**src/rtl/emac_irq_pkg.sv**
```systemverilog
package emac_irq_pkg;
   localparam int unsigned OFS_STATUS = 0;
   localparam int unsigned OFS_MASK   = 4;
   localparam int unsigned OFS_ACK    = 8;
   localparam int unsigned TXERR_IDX  = 1;

   typedef enum logic [1:0] {
      SEL_NONE,
      SEL_STATUS,
      SEL_MASK,
      SEL_ACK
   } reg_sel_e;
endpackage

```
**src/rtl/emac_irq_regif.sv**
```systemverilog
module emac_irq_regif
   import emac_irq_pkg::*;
#(
   parameter int unsigned ADDR_W  = 4,
   parameter int unsigned DATA_W  = 32,
   parameter int unsigned NUM_SRC = 7
) (
   input  logic [ADDR_W-1:0]  addr,
   input  logic               wr,
   input  logic [DATA_W-1:0]  wdata,
   input  logic [NUM_SRC-1:0] status,
   input  logic [NUM_SRC-1:0] mask,
   output logic               mask_we,
   output logic [NUM_SRC-1:0] mask_wdata,
   output logic [NUM_SRC-1:0] ack_vec,
   output logic [DATA_W-1:0]  rdata
);
   reg_sel_e sel;

   always_comb begin
      if (addr == ADDR_W'(OFS_STATUS))    sel = SEL_STATUS;
      else if (addr == ADDR_W'(OFS_MASK)) sel = SEL_MASK;
      else if (addr == ADDR_W'(OFS_ACK))  sel = SEL_ACK;
      else                                sel = SEL_NONE;
   end

   assign mask_we    = wr && (sel == SEL_MASK);
   assign mask_wdata = wdata[NUM_SRC-1:0];
   assign ack_vec    = (wr && (sel == SEL_ACK)) ? wdata[NUM_SRC-1:0] : '0;

   always_comb begin
      rdata = '0;
      case (sel)
         SEL_STATUS: rdata[NUM_SRC-1:0] = status;
         SEL_MASK:   rdata[NUM_SRC-1:0] = mask;
         default:    rdata = '0;
      endcase
   end

   generate
      if (NUM_SRC < DATA_W) begin : g_hi
         logic unused_hi_bits;
         assign unused_hi_bits = ^wdata[DATA_W-1:NUM_SRC];
      end
   endgenerate
endmodule

```
**src/rtl/emac_irq_mask_reg.sv**
```systemverilog
module emac_irq_mask_reg #(
   parameter int unsigned NUM_SRC = 7
) (
   input  logic               clk,
   input  logic               rst_n,
   input  logic               we,
   input  logic [NUM_SRC-1:0] wdata,
   output logic [NUM_SRC-1:0] mask
);
   always_ff @(posedge clk or negedge rst_n) begin
      if (!rst_n)  mask <= '1;
      else if (we) mask <= wdata;
   end
endmodule

```
**src/rtl/emac_irq_status.sv**
```systemverilog
module emac_irq_status #(
   parameter int unsigned NUM_SRC = 7
) (
   input  logic               clk,
   input  logic               rst_n,
   input  logic [NUM_SRC-1:0] ev,
   input  logic [NUM_SRC-1:0] mask,
   input  logic [NUM_SRC-1:0] ack,
   output logic [NUM_SRC-1:0] status
);
   generate
      for (genvar i = 0; i < NUM_SRC; i++) begin : g_bit
         logic bit_q;
         // a qualified event outranks a same-cycle acknowledge
         always_ff @(posedge clk or negedge rst_n) begin
            if (!rst_n)                bit_q <= 1'b0;
            else if (ev[i] && mask[i]) bit_q <= 1'b1;
            else if (ack[i])           bit_q <= 1'b0;
         end
         assign status[i] = bit_q;
      end
   endgenerate
endmodule

```
**src/rtl/emac_irq_out.sv**
```systemverilog
module emac_irq_out
   import emac_irq_pkg::*;
#(
   parameter int unsigned NUM_SRC = 7,
   parameter bit          IRQ_REG = 1'b0
) (
   input  logic               clk,
   input  logic               rst_n,
   input  logic [NUM_SRC-1:0] status,
   input  logic [NUM_SRC-1:0] ack_vec,
   output logic               irq,
   output logic               tx_ptr_rst
);
   generate
      if (IRQ_REG) begin : g_irq_reg
         logic irq_q;
         always_ff @(posedge clk or negedge rst_n) begin
            if (!rst_n) irq_q <= 1'b0;
            else        irq_q <= |status;
         end
         assign irq = irq_q;
      end else begin : g_irq_comb
         assign irq = |status;
      end
   endgenerate

   always_ff @(posedge clk or negedge rst_n) begin
      if (!rst_n) tx_ptr_rst <= 1'b0;
      else        tx_ptr_rst <= ack_vec[TXERR_IDX];
   end
endmodule

```
**src/rtl/emac_irq_ctrl.sv**
```systemverilog
module emac_irq_ctrl
   import emac_irq_pkg::*;
#(
   parameter int unsigned ADDR_W  = 4,
   parameter int unsigned DATA_W  = 32,
   parameter int unsigned NUM_SRC = 7,
   parameter bit          IRQ_REG = 1'b0
) (
   input  logic               clk,
   input  logic               rst_n,
   input  logic [ADDR_W-1:0]  bus_addr,
   input  logic               bus_wr,
   input  logic [DATA_W-1:0]  bus_wdata,
   output logic [DATA_W-1:0]  bus_rdata,
   input  logic [NUM_SRC-1:0] ev_i,
   output logic               irq_o,
   output logic               tx_ptr_rst_o
);
   generate
      if (NUM_SRC > DATA_W) begin : g_bad_width
         $error("NUM_SRC must not exceed DATA_W");
      end
      if (NUM_SRC <= TXERR_IDX) begin : g_bad_src
         $error("NUM_SRC must include the transmit error source");
      end
      if (ADDR_W < 4) begin : g_bad_addr
         $error("ADDR_W must reach offset 0x8");
      end
   endgenerate

   logic [NUM_SRC-1:0] mask_q;
   logic [NUM_SRC-1:0] status_q;
   logic [NUM_SRC-1:0] ack_vec;
   logic [NUM_SRC-1:0] mask_wdata;
   logic               mask_we;

   emac_irq_regif #(
      .ADDR_W (ADDR_W),
      .DATA_W (DATA_W),
      .NUM_SRC(NUM_SRC)
   ) u_regif (
      .addr      (bus_addr),
      .wr        (bus_wr),
      .wdata     (bus_wdata),
      .status    (status_q),
      .mask      (mask_q),
      .mask_we   (mask_we),
      .mask_wdata(mask_wdata),
      .ack_vec   (ack_vec),
      .rdata     (bus_rdata)
   );

   emac_irq_mask_reg #(
      .NUM_SRC(NUM_SRC)
   ) u_mask (
      .clk  (clk),
      .rst_n(rst_n),
      .we   (mask_we),
      .wdata(mask_wdata),
      .mask (mask_q)
   );

   emac_irq_status #(
      .NUM_SRC(NUM_SRC)
   ) u_status (
      .clk   (clk),
      .rst_n (rst_n),
      .ev    (ev_i),
      .mask  (mask_q),
      .ack   (ack_vec),
      .status(status_q)
   );

   emac_irq_out #(
      .NUM_SRC(NUM_SRC),
      .IRQ_REG(IRQ_REG)
   ) u_out (
      .clk       (clk),
      .rst_n     (rst_n),
      .status    (status_q),
      .ack_vec   (ack_vec),
      .irq       (irq_o),
      .tx_ptr_rst(tx_ptr_rst_o)
   );
endmodule

```
**config.mk**
```make
export PLATFORM = sky130hd
export DESIGN_NAME = emac_irq_ctrl
export DESIGN_NICKNAME = d
export VERILOG_FILES = /design/src/rtl/emac_irq_pkg.sv /design/src/rtl/emac_irq_regif.sv /design/src/rtl/emac_irq_mask_reg.sv /design/src/rtl/emac_irq_status.sv /design/src/rtl/emac_irq_out.sv /design/src/rtl/emac_irq_ctrl.sv
export SDC_FILE = /design/constraint.sdc
export NUM_CORES = 1
export LEC_CHECK = 0
export CORE_AREA = 2 2 61 63
export CTS_CLUSTER_SIZE = 14
export DETAILED_ROUTE_END_ITERATION = 8
export DIE_AREA = 0 0 63 65
export HOLD_SLACK_MARGIN = 0.06
export PLACE_DENSITY = 0.8
export SLEW_MARGIN = 10
export SYNTH_ARGS = -nofsm -noshare
export SYNTH_HDL_FRONTEND = slang
export SYNTH_SLANG_ARGS = --single-unit
```
**constraint.sdc**
```tcl
create_clock -name clk -period 3.1 [get_ports clk]
set_input_delay 0.465 -clock clk [delete_from_list [all_inputs] [get_ports clk]]
set_output_delay 0.465 -clock clk [all_outputs]
set_load 0.05 [all_outputs]
```
==> impl_summary.md <==
Die
The die span in x is 63 um. The starting utilization of the core area is 26.7%. The die area is 4100 um2.

The total core area is roughly 3500 um2. The die is 65 um tall. The number of placement rows is 22. The top-level I/O count is 80.

Global route
Global routing finished with a remaining overflow of 0. The first global-routing pass estimated 3.10 mm of wire. The initial antenna violation count is 0. The via count of the first global-routing pass is 638. Entering global routing, the biggest net connects 16 pins. Global routing used 10.1% of the available tracks.

Worst setup path
The data required time of the worst path is ~2.6 ns. The setup path with the least slack is of type in -> out. The critical path goes through clkdlybuf4s50_1, or3_2, nor2_1, buf_4. The startpoint class of the critical path is an input pin.

The kind of end point of the critical path is a primary output. Along the worst path, the maximum fanout reaches 7. The slowest stage of the critical path is the or3_2 cell. In this design, the stage delay of the slowest critical-path cell is around 0.60 ns. The arrival time of the worst setup path is 1.88 ns.

Pwr
The combinational group share of total power is roughly a third. The switching component of the power is 0.000200 W. The largest voltage drop on the vdd net is approximately 0.23 mV.

The proportion of power drawn by the clock network is 20.1%. In this run the static leakage power is 0.548 nW. Dividing total power by cell area gives a power density of 469 nW/um2. Of the total power, the share spent switching nets is 36.1%. Sequential cells account for 47.7% of the total power. The internal power of the cells totals 0.000355 W.

Logic synthesis
Synthesis produced a netlist whose cell count is a little under 90. Synthesis instantiated 20 different standard cells from the library. Each instance of the synthesized netlist takes up on average 10.7 um2. The total standard cell area after synthesis is 932 um2. After synthesis the netlist holds a flip-flop and latch count of 15. The yosys synthesis warning count is 0. After synthesis, flip-flops and latches occupy about two fifths of the total area.

Timing
The final number of hold-violating endpoints is 0. The total count of max-transition violations in the final report is 0. The maximum clock frequency is between 400 and 500 MHz. Setup repair after global routing left no endpoint under its margin. In the final timing run, aggregate negative setup slack is 0 ns.

Measured against its own limit, the worst slew margin works out to a little under three fifths. The share of the clock period used by the worst path is 75.7%. Setup violations remaining at the end of the flow were counted as 0. For the pin with the worst max-slew slack, the measured transition is 0.662 ns.

For the final database, setup skew stands at 0.00894 ns. The final critical delay including setup and external delays is 2.35 ns. On the final layout, the worst hold slack is between 0.5 and 0.6 ns.

Routing
Summed over all layers, the routed wires come to 1.89 mm. The detail route stage leaves a number of antenna-violating nets equal to 0. In the final routed layout, each cell accounts on average for 11.5 um. The first-pass iteration count of the detailed router is 4. The number of remaining DRC errors is 0. After detailed routing, the number of vias per cell comes to 3.98.

The overall via count from detail_route is 657. The first-iteration detailed-routing DRC count is 20.

CTS
The tree built by TritonCTS fans out to 15 sinks. Clock-pin slew was measured on the worst setup and hold paths at 0.09 ns. The post-CTS setup buffer count is 0. The clock root buffer master is clkbuf_4. The number of instances resized during post-cts repair is 0. Clock latency on the worst-skew pair, taken at its later pin, is 0.28 ns. Hold repair after CTS inserted 0 buffers. The number of levels in the clock H-tree is 1.

Counting along the longest clock path gives a buffer depth of 2. The CTS tree is built. The total CTS buffers is 3.

Status
The flow ran to the end, and the final reports show no timing, DRC or antenna violations.

Run
The number of violations of the max-capacitance limit is 0.

Place
The congestion estimate from routability-driven global placement came to slightly above 0.7. The number of placed cells counting well taps is 161. The sum of net half-perimeters after detailed placement is 1.47 mm. Input and output buffers added on the ports amount to 29.

Cells and area
Once layout is complete, the cells apart from fillers number 165. The net count of the finished layout is 164. Counting the fill cells in the layout gives 372. The ratio of cells with drive above 1 in the final layout is 23.9%. 0 antenna diodes ended up in the layout. The area growth from synthesis to layout is 26.8%.

Min path
The path class of the tightest hold or removal check is reg -> reg.
-- area by class of cell --
type                    instances  area (um2)  area share, %
repair buffers                 29         273           23.1
clock buffers                   4        26.3           2.22
well taps                      48        60.1           5.08
flip-flops and latches         15         384           32.5
inverters                       1        3.75          0.317
multi-input cells              68         435           36.8
-- worst paths after layout --
check	startpoint	to	slack, ns	cells after the start
worst max-delay path	bus_addr[3]	bus_rdata[3]	0.75	4
worst min-delay path	u_mask.mask[1]$_DFFE_PN1P_	u_status.g_bit[1].bit_q$_DFFE_PN0P_	0.52	2
min in group asynchronous	rst_n	u_out.tx_ptr_rst$_DFF_PN0_	0.58	1
worst max register to register	u_mask.mask[0]$_DFFE_PN1P_	u_mask.mask[0]$_DFFE_PN1P_	2.36	1
max in group asynchronous	rst_n	u_status.g_bit[4].bit_q$_DFFE_PN0P_	2.09	1
worst min register to register	u_mask.mask[1]$_DFFE_PN1P_	u_status.g_bit[1].bit_q$_DFFE_PN0P_	0.52	2
-- layout by cell type (no fill, tap or decap) --
cell | Yosys | routed
nand3b_4 | 1 | 1
buf_4 | 26 | 7
clkbuf_4 | 0 | 3
and3_2 | 1 | 1
nor4_1 | 1 | 1
nand2_1 | 2 | 2
nor3b_4 | 1 | 1
conb_1 | 1 | 25
nor3_1 | 1 | 1
nor2_1 | 7 | 7
or3_2 | 1 | 1
nand3_1 | 6 | 6
o21ai_0 | 1 | 1
clkbuf_1 | 1 | 1
clkdlybuf4s50_1 | 0 | 22
nor2b_1 | 1 | 1
dfstp_2 | 7 | 7
mux2i_1 | 7 | 7
a22o_1 | 6 | 6
mux2_2 | 7 | 7
dfrtp_1 | 8 | 8
inv_1 | 1 | 1
-- registers in the layout (all words and copies together), names as in the netlist --
| signal | flops |
|---|---|
| u_status.g_bit.bit_q | 7 |
| u_out.tx_ptr_rst | 1 |
| u_mask.mask | 7 |
-- stage by stage --
stage | total power, W | setup slack, ns | instance area [um2] | util (%)
after floorplan | 0.000421 | 0.876 | 1020 | -
after global placement | 0.000444 | 0.746 | 1160 | 33.1
after detailed placement | 0.000448 | 0.742 | 1160 | 33.1
after CTS | 0.000561 | 0.739 | 1180 | 33.8
after global routing | 0.000588 | 0.677 | 1180 | 33.8
final | 0.000555 | 0.754 | 1180 | 33.8
-- cell families after synthesis --
group                  Yosys count  synth area share [%]
other                            1                 0.402
multiplexers                    14                  16.0
buffers and inverters           28                  21.7
flip-flops                      15                  41.2
AND/OR/NAND/NOR                 22                  14.5
AO/OA/AOI/OAI                    7                  6.17
-- synthesized netlist by cell type, drive strengths merged --
| library cell | number | area (um2) |
|---|---|---|
| nand3b | 1 | 20.0 |
| mux2i | 7 | 70.1 |
| a22o | 6 | 52.6 |
| nor3 | 1 | 5.00 |
| dfstp | 7 | 184 |
| nand3 | 6 | 30.0 |
| nor3b | 1 | 18.8 |
| nor4 | 1 | 6.26 |
| inv | 1 | 3.75 |
| nand2 | 2 | 7.51 |
| nor2b | 1 | 6.26 |
| mux2 | 7 | 78.8 |
| nor2 | 7 | 26.3 |
| buf | 26 | 195 |
| conb | 1 | 3.75 |
| o21ai | 1 | 5.00 |
| or3 | 1 | 7.51 |
| and3 | 1 | 7.51 |
| clkbuf | 1 | 3.75 |
| dfrtp | 8 | 200 |
-- power groups by stage --
stage                     Clock (W)  Sequential [W]  Combinational [W]
after global placement            0        0.000266           0.000178
after floorplan                   0        0.000262           0.000159
after CTS                  0.000116        0.000264           0.000180
after global routing       0.000131        0.000268           0.000189
after detailed placement          0        0.000268           0.000180
final                      0.000111        0.000265           0.000179
-- worst max-delay path, delay by kind of cell --
kind          cells  cell delay, ns
simple gates      2            0.76
buf+inv           2            0.66
-- layer usage --
metal | wire length [um] | global-route usage (%) | vias up | share of wire (%)
met2 | 873 | 15.6 | 37 | 46
met1 | 825 | 12.3 | 307 | 44
li1 | - | - | 311 | -
met4 | 8 | 3.33 | 0 | 0.42
met5 | 0 | 0 | - | 0
met3 | 182 | 4.69 | 2 | 9.6
Power figures use the tool's default switching activity.
